--- src/rtl/sdram_burst_colgen.sv ---
module sdram_burst_colgen #(
  parameter int COL_W  = 9,
  parameter int MODE_W = 4
) (
  input  logic              clk,
  input  logic              rst_n,
  input  logic [MODE_W-1:0] mode_word,
  input  logic              start,
  input  logic [COL_W-1:0]  start_col,
  input  logic              advance,
  input  logic              terminate,
  output logic [COL_W-1:0]  col,
  output logic              valid,
  output logic              last,
  output logic              mode_err
);

  localparam logic [COL_W-1:0] PAGE_MASK = {COL_W{1'b1}};

  logic [2:0]       len_code;
  logic             ilv_req;
  logic [COL_W-1:0] mask_dec;
  logic             fp_dec;
  logic             legal;

  logic             busy;
  logic [COL_W-1:0] base;
  logic [COL_W-1:0] beat;
  logic [COL_W-1:0] r_mask;
  logic             r_ilv;
  logic             r_fp;
  logic             err_q;

  assign len_code = mode_word[2:0];
  assign ilv_req  = mode_word[3];

  always_comb begin
    mask_dec = '0;
    fp_dec   = 1'b0;
    legal    = 1'b1;
    case (len_code)
      3'b000: mask_dec = COL_W'(0);
      3'b001: mask_dec = COL_W'(1);
      3'b010: mask_dec = COL_W'(3);
      3'b011: mask_dec = COL_W'(7);
      3'b111: begin
        mask_dec = PAGE_MASK;
        fp_dec   = 1'b1;
        legal    = !ilv_req;
      end
      default: legal = 1'b0;
    endcase
  end

  logic [COL_W-1:0] low_seq, low_int;
  assign low_seq = (base + beat) & r_mask;
  assign low_int = (base ^ beat) & r_mask;
  assign col     = (base & ~r_mask) | (r_ilv ? low_int : low_seq);

  assign valid    = busy;
  assign last     = busy && !r_fp && (beat == r_mask);
  assign mode_err = err_q;

  always_ff @(posedge clk) begin
    if (!rst_n) begin
      busy   <= 1'b0;
      base   <= '0;
      beat   <= '0;
      r_mask <= '0;
      r_ilv  <= 1'b0;
      r_fp   <= 1'b0;
      err_q  <= 1'b0;
    end else if (start && legal) begin
      busy   <= 1'b1;
      base   <= start_col;
      beat   <= '0;
      r_mask <= mask_dec;
      r_ilv  <= ilv_req;
      r_fp   <= fp_dec;
      err_q  <= 1'b0;
    end else begin
      if (start) err_q <= 1'b1;
      if (terminate) begin
        busy <= 1'b0;
      end else if (advance && busy) begin
        if (last) busy <= 1'b0;
        else      beat <= beat + 1'b1;
      end
    end
  end

  assert_start_col_R3: assert property (@(posedge clk) disable iff (!rst_n)
    start && legal |=> valid && (col == $past(start_col)));

  assert_block_fixed_R4: assert property (@(posedge clk) disable iff (!rst_n)
    valid && advance && !last && !terminate && !start
      |=> valid && (((col ^ $past(col)) & ~$past(r_mask)) == '0));

  assert_seq_step_R5: assert property (@(posedge clk) disable iff (!rst_n)
    valid && !r_ilv && advance && !last && !terminate && !start
      |=> (((col - $past(col)) & $past(r_mask)) == COL_W'(1)));

  assert_last_valid_R7: assert property (@(posedge clk) disable iff (!rst_n)
    last |-> valid);

  assert_last_ends_R7: assert property (@(posedge clk) disable iff (!rst_n)
    last && advance && !start && !terminate |=> !valid);

  assert_fp_no_last_R8: assert property (@(posedge clk) disable iff (!rst_n)
    valid && r_fp |-> !last);

  assert_term_ends_R9: assert property (@(posedge clk) disable iff (!rst_n)
    terminate && !start |=> !valid);

  assert_reserved_refused_R10: assert property (@(posedge clk) disable iff (!rst_n)
    start && !legal && !valid |=> !valid && mode_err);

endmodule

--- config.mk ---
export PLATFORM = sky130hd
export DESIGN_NAME = sdram_burst_colgen
export DESIGN_NICKNAME = d
export VERILOG_FILES = /design/src/rtl/sdram_burst_colgen.sv
export SDC_FILE = /design/constraint.sdc
export NUM_CORES = 1
export LEC_CHECK = 0
export ABC_AREA = 1
export ABC_CLOCK_PERIOD_IN_PS = 1700
export BUFFER_PORTS_ARGS = -buffer_cell sky130_fd_sc_hd__buf_2
export CAP_MARGIN = 20
export CELL_PAD_IN_SITES_DETAIL_PLACEMENT = 0
export CELL_PAD_IN_SITES_GLOBAL_PLACEMENT = 1
export CORE_UTILIZATION = 35
export DETAILED_ROUTE_END_ITERATION = 8
export PLACE_DENSITY = 0.76
export SLEW_MARGIN = 20
export SYNTH_ARGS = -nofsm -noshare
export SYNTH_HDL_FRONTEND = slang
export SYNTH_SLANG_ARGS = --single-unit
--- constraint.sdc ---
create_clock -name clk -period 1.7 [get_ports clk]
set_input_delay 0.17 -clock clk [delete_from_list [all_inputs] [get_ports clk]]
set_output_delay 0.17 -clock clk [all_outputs]
set_load 0.01 [all_outputs]
Word-level counts from Yosys, hierarchy flattened:

Index checks and enable logic that the tools add are counted.

* register bits after elaboration: 31
* latch bits: 0
* RAM bits: 0
* bits in read-only memories: 0
* input bits: 18
* output and inout bits: 12
* logic and storage cells: 44
* memories kept: 0

* $add $sub $neg: 2
* $mul: 0
* divide/modulo/power cells: 0
* order comparisons: 0
* equal/unequal tests: 5
* shift operators: 0
* mux-type cells: 8
* bitwise logic cells: 9
* reductions and logical operators: 13

Operators with widths (number)
* 9-bit case mux with 4 select lines: 1
* 9-bit AND: 3
* 9-bit by 1-bit adder with 9-bit output (second input constant): 1
* 9-bit adder: 1
* 9-bit == test: 1
* 9-bit 2-to-1 mux: 1
* 9-bit NOT: 1
* 9-bit bitwise OR: 1
* 9-bit bitwise XOR: 1
* 3-bit by 2-bit == test with 1-bit output (second input constant): 2
* 3-bit nonzero test: 2
* 1-bit 2-to-1 mux: 5
* 1-bit logical AND: 4
* 4-bit OR reduction: 1
* 3-bit by 1-bit == test with 1-bit output (second input constant): 1
* 3-bit == test (second input constant): 1
* 3-bit zero test: 1
* 1-bit NOT: 3
* 3-bit AND reduction: 1
* 1-bit zero test: 2
* 1-bit case mux with 2 select lines: 1
* 2-bit AND reduction: 1
* 2-bit OR reduction: 1

Longest topological paths before layout:

Gate-level depths: netlist (run 1).

* word-level depth: 7
* gate-level depth with buffers: 14
* gate-level depth less buffers: 14

Least setup slack after synthesis (run 1):

Ideal clock, no wire load.

* path type: flip-flop to output port
* start: register beat[0]
* end: output port col[6]
* arrival time: 1.686 ns
* data required time: 1.530 ns
* setup slack: -0.156 ns
* cell stages (with the launch flop): 12
* buffers on the path: 0
* cells stage by stage: dfxtp_1 > ha_1 > inv_1 > fa_1 > inv_1 > nand2_1 > nand2_1 > nand3_1 > o21ai_0 > or2_2 > nand3_1 > nand2_1

* cells in the longest elaborated chain, start to end: 4

RTL lines
* start, declared: line 28 `logic [COL_W-1:0] beat;`
* start signal, assigned: line 87 `else beat <= beat + 1'b1;`
* 9-bit adder: line 56 `assign low_seq = (base + beat) & r_mask;`
* 9-bit AND: line 56
* 9-bit 2-to-1 mux: line 58 `assign col = (base & ~r_mask) | (r_ilv ? low_int : low_seq);`
* 9-bit bitwise OR: line 58
* end, declared: line 12 `output logic [COL_W-1:0] col,`

Every way passes these cells.

Final worst setup path (run 1):

* start: register base[0]
* end: output port col[6]

* cells in the longest elaborated chain, start to end: 4

RTL lines
* start, declared: line 27 `logic [COL_W-1:0] base;`
* start signal, assigned: line 75 `base <= start_col;`
* 9-bit adder: line 56
* 9-bit AND: line 56
* 9-bit 2-to-1 mux: line 58
* 9-bit bitwise OR: line 58

Every way passes these cells.

==> impl.org, run 1 <==
** Outcome
- The final reports fail on negative setup slack.
- The flow ran to the end, but the final reports show violations.

** CTS
- Clock tree from TritonCTS :: built
- After clock tree synthesis, the flow added hold-fix buffers numbering 0.
- Number of buffers on the longest clock path :: 2
- Clock Root Buffer :: sky130_fd_sc_hd__clkbuf_8
- In this run the number of H-tree levels came out at 1.
- For the worst-skew pair, the clock arrives at the later sink with an insertion delay of 0.26 ns.
- Clock-pin slew was measured on the worst setup and hold paths at about 0.08 ns.
- Inserted Clock Buffers :: 3
- Clk sink count :: 25

** Placed design
- In this run the cell area measured after placement is 0.00210 mm2.
- Routability-driven placement finished with a final weighted congestion of 0.871.
- Port Buffer Count :: 29
- The HPWL after detailed placement is approximately 3400 um.
- Number of instances in the placed design :: 365

** Floorplanning
- The initial utilization of the core area, before any placement, comes to 0.377.
- Floorplan Core Area :: 0.00450 mm2
- Floorplan die height :: 71.7 um
- Row generation in the floorplan step produced 24 rows.
- Die W :: ~72 um
- For this design the top-level I/O count stands at 30.
- The die covers approximately 0.0051 mm2.

** Global routing
- Entering global routing, the biggest net connects 15 pins.
- GRT Total Usage :: 0.181
- Wire length of the first global-routing pass :: between 7000 and 8000 um
- Via count of the first global-routing pass :: 1634
- After global routing the overflow that remains totals 0.
- Antenna violations before repair :: 0

** STA
- Headroom to the max-slew limit :: 0.640
- Minimum clock period after layout :: 2.08 ns
- Fmax achieved :: 0.481 GHz
- For the pin with the worst max-slew slack, the measured transition is 0.538 ns.
- On the final layout, the worst clock skew is 0.00139 ns.
- The count of endpoints failing hold in the final timing report is 0.
- Of the available clock period, the critical path in the final layout requires 1.22.
- Number of slew-limit violations in the final report :: 0
- Setup repair after global routing could not meet its margin everywhere.
- After layout, the worst setup slack is -0.378 ns.
- Setup violations remaining at the end of the flow were counted as 8.

** Layout
- Total number of nets in the final design :: between 300 and 400
- Area added between synthesis and finish :: 35.7%
- Layout Cell Area excl Fill :: 0.00230 mm2
- Antenna cells :: 0
- Fillers :: 492
- Of the cells placed in the final design, the portion with a size suffix greater than 1 is 0.316.
- Number of cells in the finished layout apart from fillers :: 372

** Worst setup path
- R2r setup slk :: between 0.15 and 0.2 ns
- Critical path startpoint category :: register
- Worst path required time :: 1.53 ns
- Kind of end point of the critical path :: output pin
- Worst setup path startpoint :: base[0]$_SDFFE_PN0P_
- Path type of the worst setup path :: register to output pin
- Largest fanout on the critical path :: 2
- Startpoint of the worst-slack reg-to-reg timing path :: beat[6]$_SDFFE_PP0P_
- Data arrives at the worst endpoint at 1.91 ns.

** Synthesis
- Top-count cell post-synth :: sky130_fd_sc_hd__nand2_1
- Sorting the synthesized cells by area gives the leading types as sky130_fd_sc_hd__dfxtp_1 29%, sky130_fd_sc_hd__nand2_1 15%, sky130_fd_sc_hd__nor2_1 8.2%.
- Yosys synthesis warning count :: 0
- The share of synthesized area in the top cell type comes to 0.295.
- By count the netlist is led by 69 x sky130_fd_sc_hd__nand2_1, 37 x sky130_fd_sc_hd__nor2_1, 29 x sky130_fd_sc_hd__inv_1.
- Post-Synthesis Cells :: 263
- After synthesis the netlist holds a flip-flop and latch count of 25.
- Proportion of synthesized flip-flops having asynchronous set or reset :: 0
- The number of nets handed over by synthesis was 291.
- Average size of a mapped cell :: 6.46 um2
- Post-synth cell types :: 29
- EDFF count, synth :: 0
- After synthesis the cells add up to approximately 0.0017 mm2.
- The share of the Yosys chip area taken by registers is 0.295.
- Most instantiated flip-flop cell in the synthesis netlist :: sky130_fd_sc_hd__dfxtp_1
- Summed over all instances, the cell type with the most area after synthesis is sky130_fd_sc_hd__dfxtp_1.

** Power
- Total leakage power :: 1.05 nW
- Of the total power, the share spent switching nets is 0.279.
- The share of total power dissipated in sequential elements is 0.507.
- In this run the power density over the cells is roughly 550 mW/mm2.
- Internal power contribution :: between 0.0009 and 0.001 W
- The share of total power dissipated in the clock network is 0.275.
- Logic pwr share :: 0.217
- Highest ir drop seen on vdd :: 0.441 mV
- Net switching power of the design :: 0.000350 W

** Worst hold path
- Type of the most critical hold path :: input pin to register
- The startpoint identified for the worst hold timing path is start.

** Route
- Post-detailed-route count of antenna-violating nets :: 0
- Routed WL per cell :: 11.7 um
- Number of iterations in the first detailed-routing pass :: 4
- Uppermost routed layer :: met4
- Detail-routed via count per cell :: 4.76
- In the routed design, unresolved DRC markers number 0.
- For this block, the routed nets add up to 4350 um of wire.
- In the detailed route, the total length drawn on met2 is between 2000 and 2500 um.
- Via Count :: about 1800
- The detailed router finished its first iteration with 55 violations.
- In the detailed route, the total length drawn on met3 is 80 um.
- In the final routing, the length of wire on met1 measures approximately 2100 um.

** Flow run
- Across the run, the number of max-cap violations was 0.
==> worst paths after layout <==
path,to,cells past startpoint
worst max-delay path,col[6],12
worst min-delay path,mode_err$_SDFFE_PP0P_,3
worst max register to register,beat[4]$_SDFFE_PP0P_,8
worst min register to register,mode_err$_SDFFE_PP0P_,2
==> cells by family (layout without fill, tap and decap cells) <==
family          after synthesis  in the layout  synth area share
compound gates               42             42             0.132
buf+inv                      36             93            0.0810
flops                        25             25             0.295
fa+ha+maj                    10             10            0.0781
xor+xnor                     11             11            0.0567
simple gates                139            139             0.357
==> flip-flops by register name, summed over array words and instances, names as in the netlist <==
signal / count
base: 9
beat: 9
mode_err: 1
r_fp: 1
r_ilv: 1
r_mask: 3
valid: 1
==> worst max-delay path: stages (launching register included) <==
cell                      delay, ns
sky130_fd_sc_hd__dfxtp_2       0.36
sky130_fd_sc_hd__ha_4          0.14
sky130_fd_sc_hd__inv_2         0.03
sky130_fd_sc_hd__fa_2          0.34
sky130_fd_sc_hd__inv_2         0.06
sky130_fd_sc_hd__nand2_2       0.04
sky130_fd_sc_hd__nand2_2       0.07
sky130_fd_sc_hd__nand3_2       0.09
sky130_fd_sc_hd__o21ai_2       0.15
sky130_fd_sc_hd__or2_2         0.12
sky130_fd_sc_hd__nand3_1       0.05
sky130_fd_sc_hd__nand2_1       0.07
sky130_fd_sc_hd__buf_2         0.12
==> layout by cell type (no fill, tap or decap), drive strengths merged, types with 2 or more instances in the layout <==
master / count
nor3: 3
nand3: 22
ha: 9
clkinv: 2
dfxtp: 25
nor2: 38
clkbuf: 4
o22ai: 2
inv: 30
a21oi: 17
xor2: 10
buf: 57
nand4: 3
o21ai: 21
nand2: 71
==> repair_timing <==
action / 4_1_cts / 5_1_grt
cloned: 0 / 0
buffers inserted: 1 / 2
setup endpoints to repair: 8 / 10
gates resized for setup: 31 / 3
pin swaps: 8 / 8
==> layout make-up <==
type,instances,area (um2),area share
Timing Repair Buffer,57,365,0.159
Multi-Input combinational cell,202,1200,0.520
Clock buffer,4,45.0,0.0196
Tap cell,52,65.1,0.0282
Inverter,32,121,0.0527
Sequential cell,25,509,0.221
==> power by group through the flow <==
stage / sequential [W] / clock (W) / combinational (W)
after CTS: 0.000638 / 0.000358 / 0.000270
final: 0.000638 / 0.000346 / 0.000273
after global routing: 0.000641 / 0.000380 / 0.000307
after floorplan: 0.000644 / 0 / 0.000141
after global placement: 0.000646 / 0 / 0.000251
after detailed placement: 0.000646 / 0 / 0.000252
==> per-stage QoR <==
step	setup TNS, ns	util	total power, W	hold WS (ns)	setup WS, ns
2_1_floorplan	-0.0351	-	0.000785	0.299	-0.0351
6_report	-1.76	0.511	0.00126	0.147	-0.378
4_1_cts	-1.77	0.507	0.00127	0.144	-0.386
3_5_place_dp	-0.506	0.465	0.000899	0.422	-0.217
3_3_place_gp	-0.451	0.465	0.000897	0.412	-0.203
5_1_grt	-2.64	0.511	0.00133	0.159	-0.494
==> metal layers <==
| metal | track usage | vias to the layer above |
|---|---|---|
| li1 | - | 964 |
| met1 | 0.230 | 784 |
| met2 | 0.326 | 22 |
| met3 | 0.0183 | 2 |
| met4 | 0.0458 | 0 |
| met5 | 0 | - |
No activity file was read; power rests on OpenSTA's default activity.
==> inputs of run 2 (changes only) <==
--- a/config.mk
+++ b/config.mk
@@ -11,6 +11,7 @@
 export CAP_MARGIN = 20
 export CELL_PAD_IN_SITES_DETAIL_PLACEMENT = 0
 export CELL_PAD_IN_SITES_GLOBAL_PLACEMENT = 1
+export CORE_ASPECT_RATIO = 1.5
 export CORE_UTILIZATION = 35
 export DETAILED_ROUTE_END_ITERATION = 8
 export PLACE_DENSITY = 0.76
==> run 2 against run 1 <==
The flow still finishes with violations (negative setup slack). Sequential share of layout area up 0.11 points. Wire length grew 1.5%. Largest power group unchanged. Global-route usage up 1.9 points. Via count grew 0.56%.
==> impl.org, run 2 (same netlist as run 1, synthesis figures left out) <==
** STA
- Worst hold margin :: 0.119 ns
- Total negative slack :: -1.85 ns
- Transition at the pin with the smallest max-transition slack :: 0.358 ns
- Minimum clock period after layout :: slightly above 2 ns
- The number of pins with negative max-slew slack in the final report was 0.
- Setup repair after global routing could not meet its margin everywhere.
- Setup violations remaining at the end of the flow were counted as 8.
- Headroom to the max-slew limit :: 0.761
- Clock skew on the completed layout was measured at approximately 0.013 ns.
- Across all setup checks in the final design, the least slack found is -0.372 ns.
- Fmax achieved :: 0.483 GHz
- Hold Fails Final Rpt :: 0
- In the finished design, the share of the clock period the worst path needs comes to 1.22.

** Floorplanning
- Die W :: around 59 um
- Standard-cell row count :: 30
- Initial Utilization :: 0.371
- Floorplan Core Area :: between 0.004 and 0.005 mm2
- During I/O placement, the number of pins put on the boundary was 30.
- The floorplan step set the die height to 87.3 um.
- The floorplan step defined a die boundary enclosing 0.00514 mm2.

** Global routing
- The via count of the first global-routing pass is roughly 1800.
- GRT Total Usage :: 0.199
- Grt ovf :: 0
- Wire length of the first global-routing pass :: 7760 um
- Entering global routing, the biggest net connects 17 pins.
- In the global route stage, met2 resource usage came out at 0.383.
- M3 GR Usage :: 0.0193
- The number of antenna violations at the first check in global routing was 0.
- Global routing's busiest layer :: met2
- For met1 alone, demand over resource in global routing was 0.215.

** Layout
- Layout Cell Area excl Fill :: 0.00230 mm2
- Layout Utilization :: 0.503
- Summing all multi-input logic gate instances after layout gives 0.00118 mm2.
- Leading cell type in the layout, fill and taps excluded :: sky130_fd_sc_hd__nand2_1
- The filler cells instantiated in the layout total 494.
- Registers with the most flip-flops :: base x9, beat x9, r_mask x3
- The sequential cells in the finished layout cover a total of 512 um2.
- Fraction of final layout cells sized beyond drive strength 1 :: 0.310
- 0 antenna diodes ended up in the layout.
- The net count of the finished layout is 348.
- Commonest cells after routing, fill and taps aside :: 65 x sky130_fd_sc_hd__nand2_1, 35 x sky130_fd_sc_hd__nor2_1, 28 x sky130_fd_sc_hd__buf_2
- Compared with the post-synthesis result, the final layout area differs by 35.7%.

** Route
- Number of iterations in the first detailed-routing pass :: 4
- Drt initial violations :: 60
- The detailed router placed 1782 vias in this run.
- Wires add up to 4410 um.
- Routed WL per cell :: 11.5 um
- Using the TritonRoute via totals, the vias-per-cell ratio works out to 4.65.
- For this run, design rule violations remaining after detail routing come to 0.
- Post-detailed-route count of antenna-violating nets :: 0

** Power
- The share of total power dissipated in sequential elements is 0.492.
- The worst-case IR drop observed on VDD is 0.381 mV.
- Of the total power, the clock network draws 0.299.
- PD cells :: 564 mW/mm2
- Of the total power, the share spent switching nets is 0.298.
- The internal power of the cells totals 0.000911 W.
- For this design the static power due to leakage is around 1.0 nW.
- Of the total power, combinational logic draws 0.210.
- Net switching power of the design :: roughly 0.00039 W

** Placed design
- Sum of net half-perimeters after detailed placement :: 3610 um
- At the end of routability-driven placement, the weighted congestion stood at 0.820.
- Worst setup timing slack at the placement stage :: -0.219 ns
- In this run the cell area measured after placement is between 0.002 and 0.0025 mm2.
- Port Buffer Count :: 29

** Worst setup path
- Critical path arrival :: 1.90 ns
- Worst path required time :: 1.53 ns
- Critical path startpoint category :: register
- Path type of the worst setup path :: register to output pin
- Library cell contributing the largest single delay on the critical path :: sky130_fd_sc_hd__dfxtp_2
- Largest fanout on the critical path :: 2
- Critical Path Max Stage Delay :: 0.37 ns
- Kind of end point of the critical path :: output pin
- Cell Chain, Critical Path :: ha_4 > inv_2 > fa_2 > inv_2 > nand2_2 > nand2_2 > nand3_2 > o21ai_2 > or2_2 > nand3_1 > nand2_1 > buf_2

** Worst hold path
- Type of the most critical hold path :: input pin to register

** Outcome
- Outcome :: complete, but fails checks
- Violated checks :: negative setup slack

** CTS
- CTS built an H-tree with a depth of 1.
- TritonCTS built the clock tree.
- Inserted Clock Buffers :: 3
- Latest clock arrival within the worst-skew pair :: between 0.2 and 0.3 ns
- Clk sink count :: 25
- After clock tree synthesis, the clock-pin slew on the worst setup and hold paths is around 0.10 ns.
- Number of buffers on the longest clock path :: 2
- Buffers inserted to repair hold after CTS numbered 0.
- Clock Root Buffer :: sky130_fd_sc_hd__clkbuf_8

** Flow run
- Across the run, the number of max-cap violations was 0.
==> run 2: cell types whose count changed in the layout (fill, tap and decap cells not counted), sizes merged <==
cell | before | now
buf | 57 | 56
clkbuf | 4 | 3
inv | 30 | 31
==> run 2: layout make-up <==
cell class              count  area share
clock buffers               3      0.0179
multi-input cells         202       0.513
flip-flops and latches     25       0.222
inverters                  32      0.0527
clock inverters             1     0.00380
repair buffers             56       0.155
well taps                  64      0.0348
==> run 2: final timing paths <==
| check | startpoint | to | slack [ns] | cells after the start |
|---|---|---|---|---|
| min reg2reg | mode_err$_SDFFE_PP0P_ | mode_err$_SDFFE_PP0P_ | 0.49 | 2 |
| max | base[0]$_SDFFE_PN0P_ | col[6] | -0.37 | 12 |
| min | start | mode_err$_SDFFE_PP0P_ | 0.12 | 3 |
| max reg2reg | beat[6]$_SDFFE_PP0P_ | beat[1]$_SDFFE_PP0P_ | 0.21 | 8 |
==> run 2: worst max-delay path: cells and delay by family, from the launching register on <==
family / cells / cell delay [ns]
AOI/OAI and AO/OA: 1 / 0.14
adders and majority gates: 2 / 0.48
buffers and inverters: 3 / 0.22
DFF: 1 / 0.37
and+or+nand+nor: 6 / 0.39
==> run 2: repair_timing <==
item,CTS,global route
pin swaps,7,6
endpoints found under the hold margin,0,0
resized for setup,27,4
buffers inserted,1,1
setup endpoints to repair,8,9
==> run 2: power by group through the flow <==
stage / Combinational [W] / Clock (W) / Sequential, W
after floorplan: 0.000141 / 0 / 0.000644
after global placement: 0.000251 / 0 / 0.000646
after detailed placement: 0.000254 / 0 / 0.000647
after CTS: 0.000272 / 0.000401 / 0.000640
after global routing: 0.000309 / 0.000424 / 0.000642
final: 0.000272 / 0.000388 / 0.000639
==> run 2: stage by stage <==
step                      cells  power (W)
final                       383    0.00130
after global routing        383    0.00138
after CTS                   382    0.00131
after detailed placement    377   0.000901
after global placement      377   0.000897
after floorplan             263   0.000785
==> run 2: layer usage <==
| metal | wire [um] | part of all wire | up-vias |
|---|---|---|---|
| li1 | - | - | 962 |
| met1 | 1820 | 0.41 | 789 |
| met2 | 2420 | 0.55 | 24 |
| met3 | 75 | 0.017 | 7 |
| met4 | 94 | 0.021 | 0 |
| met5 | 0 | 0 | - |
==> inputs of run 3 (changes only) <==
--- a/config.mk
+++ b/config.mk
@@ -5,16 +5,15 @@
 export SDC_FILE = /design/constraint.sdc
 export NUM_CORES = 1
 export LEC_CHECK = 0
-export ABC_AREA = 1
 export ABC_CLOCK_PERIOD_IN_PS = 1700
 export BUFFER_PORTS_ARGS = -buffer_cell sky130_fd_sc_hd__buf_2
 export CAP_MARGIN = 20
 export CELL_PAD_IN_SITES_DETAIL_PLACEMENT = 0
 export CELL_PAD_IN_SITES_GLOBAL_PLACEMENT = 1
 export CORE_ASPECT_RATIO = 1.5
-export CORE_UTILIZATION = 35
+export CORE_UTILIZATION = 37
 export DETAILED_ROUTE_END_ITERATION = 8
-export PLACE_DENSITY = 0.76
+export PLACE_DENSITY = 0.75
 export SLEW_MARGIN = 20
 export SYNTH_ARGS = -nofsm -noshare
 export SYNTH_HDL_FRONTEND = slang
==> run 3 against run 2 <==
The flow still finishes with violations (negative setup slack). Global-route usage up 0.22 points. Critical path depth down 3. Fmax down 14%. Largest cell class unchanged. Highest routed layer unchanged.
==> impl.org, run 3 <==
** STA
- After routing, the total negative slack on setup checks comes to -3.38 ns.
- Final count of negative-setup-slack endpoints :: 8
- In the finished design, the share of the clock period the worst path needs comes to 1.42.
- Setup repair after global routing missed its margin :: yes
- Static timing analysis puts the maximum clock frequency at 0.415 GHz.
- Setup WS post-layout :: -0.708 ns
- Minimum clock period after layout :: 2.41 ns
- The count of endpoints failing hold in the final timing report was 0.
- Worst hold margin :: 0.140 ns
- Headroom to the max-slew limit :: 0.719
- Maximum clock skew at final layout :: 0.00423 ns
- The number of pins with negative max-slew slack in the final report was 0.
- For the pin with the worst max-slew slack, the measured transition is 0.421 ns.

** Synthesis
- Counting every net in the synthesized netlist gives ~210.
- Most instantiated flip-flop cell in the synthesis netlist :: sky130_fd_sc_hd__dfxtp_1
- In the synthesized netlist the async set-or-reset flop fraction comes to 0.
- In the synthesized netlist, the number of instances is 181.
- Area contributors post-synth :: sky130_fd_sc_hd__dfxtp_1 32%, sky130_fd_sc_hd__ha_1 7.2%, sky130_fd_sc_hd__mux2i_1 7.0%
- After synthesis, the most frequently instantiated cells are 27 x sky130_fd_sc_hd__nor2_1, 25 x sky130_fd_sc_hd__dfxtp_1, 13 x sky130_fd_sc_hd__nor2b_1.
- EDFF count, synth :: 0
- The synthesized netlist occupies a cell area of 0.00157 mm2.
- sky130_fd_sc_hd__dfxtp_1 takes more of the synthesized area than any other cell.
- Counting distinct cell types in the post-synthesis netlist gives 40.
- Of the synthesized area, sequential elements account for 0.318.
- Yosys instantiated no cell more often than sky130_fd_sc_hd__nor2_1.
- Register bit total from synthesis :: 25
- Yosys synthesis warning count :: 0
- Dividing the synthesized area by the synthesized cell count gives 8.70 um2.
- Top-area cell type share of the netlist area :: 0.318

** Global routing
- GRT Total Usage :: 0.202
- Pin count of the biggest net entering global routing :: 17
- For this run the aggregate overflow at the end of global routing stands at 0.
- The number of antenna violations at the first check in global routing is 0.
- Wire length of the first global-routing pass :: 7080 um
- Via count of the first global-routing pass :: 1520

** Route
- Uppermost routed layer :: met4
- Met3 WL :: between 100 and 150 um
- In this run the remaining antenna-violating nets after routing total 0.
- Final Routed Wirelength :: just over 4000 um
- Dividing the detail-routed wire length by the instance count gives 14.3 um.
- Summed over all nets, wire length on met2 after detailed routing comes to ~2200 um.
- In the final routing, the length of wire on met1 measures ~1700 um.
- For this block, the initial DRC count from the detailed router was 17.
- Using the TritonRoute via totals, the vias-per-cell ratio works out to approximately 5.2.
- The first detailed-routing pass ran for 4 iterations.
- Via Count :: 1492
- For this run, design rule violations remaining after detail routing come to 0.

** Floorplanning
- The core region is between 0.003 and 0.004 mm2.
- Row generation in the floorplan step produced 28 rows.
- The die is 81.9 um tall.
- Full die area :: 0.00452 mm2
- For this configuration, the core starts out at a cell density of 0.394.
- The die is between 50 and 60 um wide.
- I/O pin count :: 30

** CTS
- TritonCTS built the clock tree.
- H-tree levels :: 1
- Latest clock arrival within the worst-skew pair :: roughly 0.27 ns
- Clock Root Buffer :: sky130_fd_sc_hd__clkbuf_8
- Inserted Clock Buffers :: 3
- After clock tree synthesis, the clock-pin slew on the worst setup and hold paths is around 0.09 ns.
- Number of buffers on the longest clock path :: 2
- Number of buffers inserted by hold repair at cts :: 0
- Clk sink count :: 25

** Power
- The worst-case IR drop observed on VDD is 0.421 mV.
- In this run the power density over the cells is 569 mW/mm2.
- In this run the static leakage power is 0.986 nW.
- After layout, the design draws a total of around 0.0012 W.

** Outcome
- Outcome :: complete, but fails checks
- The checks that failed: negative setup slack.

** Worst setup path
- At the worst endpoint, the required time is ~1.5 ns.
- Path type of the worst setup path :: register to output pin
- Critical path arrival :: roughly 2.2 ns
- Kind of end point of the critical path :: output pin
- The number of cells on the worst reg-to-reg path is 7.
- Largest fanout on the critical path :: 3
- Critical path startpoint category :: register

** Layout
- Leading cell type in the layout, fill and taps excluded :: sky130_fd_sc_hd__buf_4
- Total number of nets in the final design :: between 200 and 300
- Compared with the post-synthesis result, the final layout area differs by 39.2%.
- 0 antenna diodes ended up in the layout.
- The library cells used most frequently in the layout, excluding fill and tap cells, are 32 x sky130_fd_sc_hd__buf_4, 28 x sky130_fd_sc_hd__buf_2, 26 x sky130_fd_sc_hd__nor2_1.
- Fraction of final layout cells sized beyond drive strength 1 :: 0.387
- Registers with the most flip-flops :: base x9, beat x9, r_mask x3
- The filler cells instantiated in the layout total 386.
- Sequential cell area :: 507 um2
- In the final layout, the multi-input gates occupy 0.00116 mm2.
- Layout Cell Area excl Fill :: 0.00219 mm2

** Worst hold path
- The worst hold path passes through 3 cells.
- Type of the most critical hold path :: input pin to register

** Flow run
- Across the run, the number of max-cap violations was 0.

** Placed design
- Routability-driven placement finished with a final weighted congestion of 0.871.
- Sum of net half-perimeters after detailed placement :: roughly 3200 um
- Area of placed instances :: 0.00204 mm2
- Port Buffer Count :: 29
run 3: power breakdown:
group          internal (W)  switching, W  total, W
Sequential         0.000606     0.0000227  0.000628
Combinational      0.000134      0.000122  0.000256
Clock              0.000164      0.000198  0.000363
run 3: routing by layer:
metal | vias up | GRT usage
met2 | 27 | 0.393
met1 | 697 | 0.215
li1 | 761 | -
met4 | 0 | 0.0900
met5 | - | 0
met3 | 7 | 0.0268
run 3: timing repair:
action,CTS,global route
setup buffers,1,4
pin swaps,8,3
gates resized for setup,10,5
cloned,0,0
endpoints found under the setup margin,9,15
run 3: cells by family (layout without fill, tap and decap cells):
kind of cell	after synthesis	after routing	share of synthesized area
flops	25	25	0.318
xor+xnor	16	16	0.0890
compound gates	38	38	0.169
mux	13	13	0.0843
buf+inv	8	70	0.0254
fa+ha+maj	10	10	0.0843
simple gates	71	71	0.230
run 3: critical path: stages (launching register included):
cell and delay, ns:
sky130_fd_sc_hd__dfxtp_2 0.37, sky130_fd_sc_hd__ha_4 0.14, sky130_fd_sc_hd__inv_2 0.03, sky130_fd_sc_hd__fa_2 0.34, sky130_fd_sc_hd__nand2b_4 0.16, sky130_fd_sc_hd__a211oi_4 0.23, sky130_fd_sc_hd__a211o_1 0.17, sky130_fd_sc_hd__mux2i_1 0.21
sky130_fd_sc_hd__xor2_1 0.16, sky130_fd_sc_hd__buf_2 0.15
run 3: final cells by class:
cell class,count,area share
Sequential cell,25,0.231
Clock inverter,1,0.00228
Timing Repair Buffer,63,0.189
Inverter,3,0.00514
Tap cell,45,0.0257
Multi-Input combinational cell,148,0.528
Clock buffer,3,0.0188
run 3: worst paths after layout:
kind | from | endpoint | slack [ns]
worst max-delay path | base[0]$_SDFFE_PN0P_ | col[8] | -0.71
worst min-delay path | start_col[1] | base[1]$_SDFFE_PN0P_ | 0.14
worst max register to register | beat[3]$_SDFFE_PP0P_ | beat[1]$_SDFFE_PP0P_ | 0.10
worst min register to register | mode_err$_SDFFE_PP0P_ | mode_err$_SDFFE_PP0P_ | 0.50
run 3: metrics by stage:
stage | cells | setup slack, ns | util
floorplan | 181 | -0.337 | -
global placement | 280 | -0.380 | 0.511
detailed placement | 280 | -0.437 | 0.511
CTS | 285 | -0.716 | 0.537
global route | 288 | -0.805 | 0.549
finish | 288 | -0.708 | 0.549
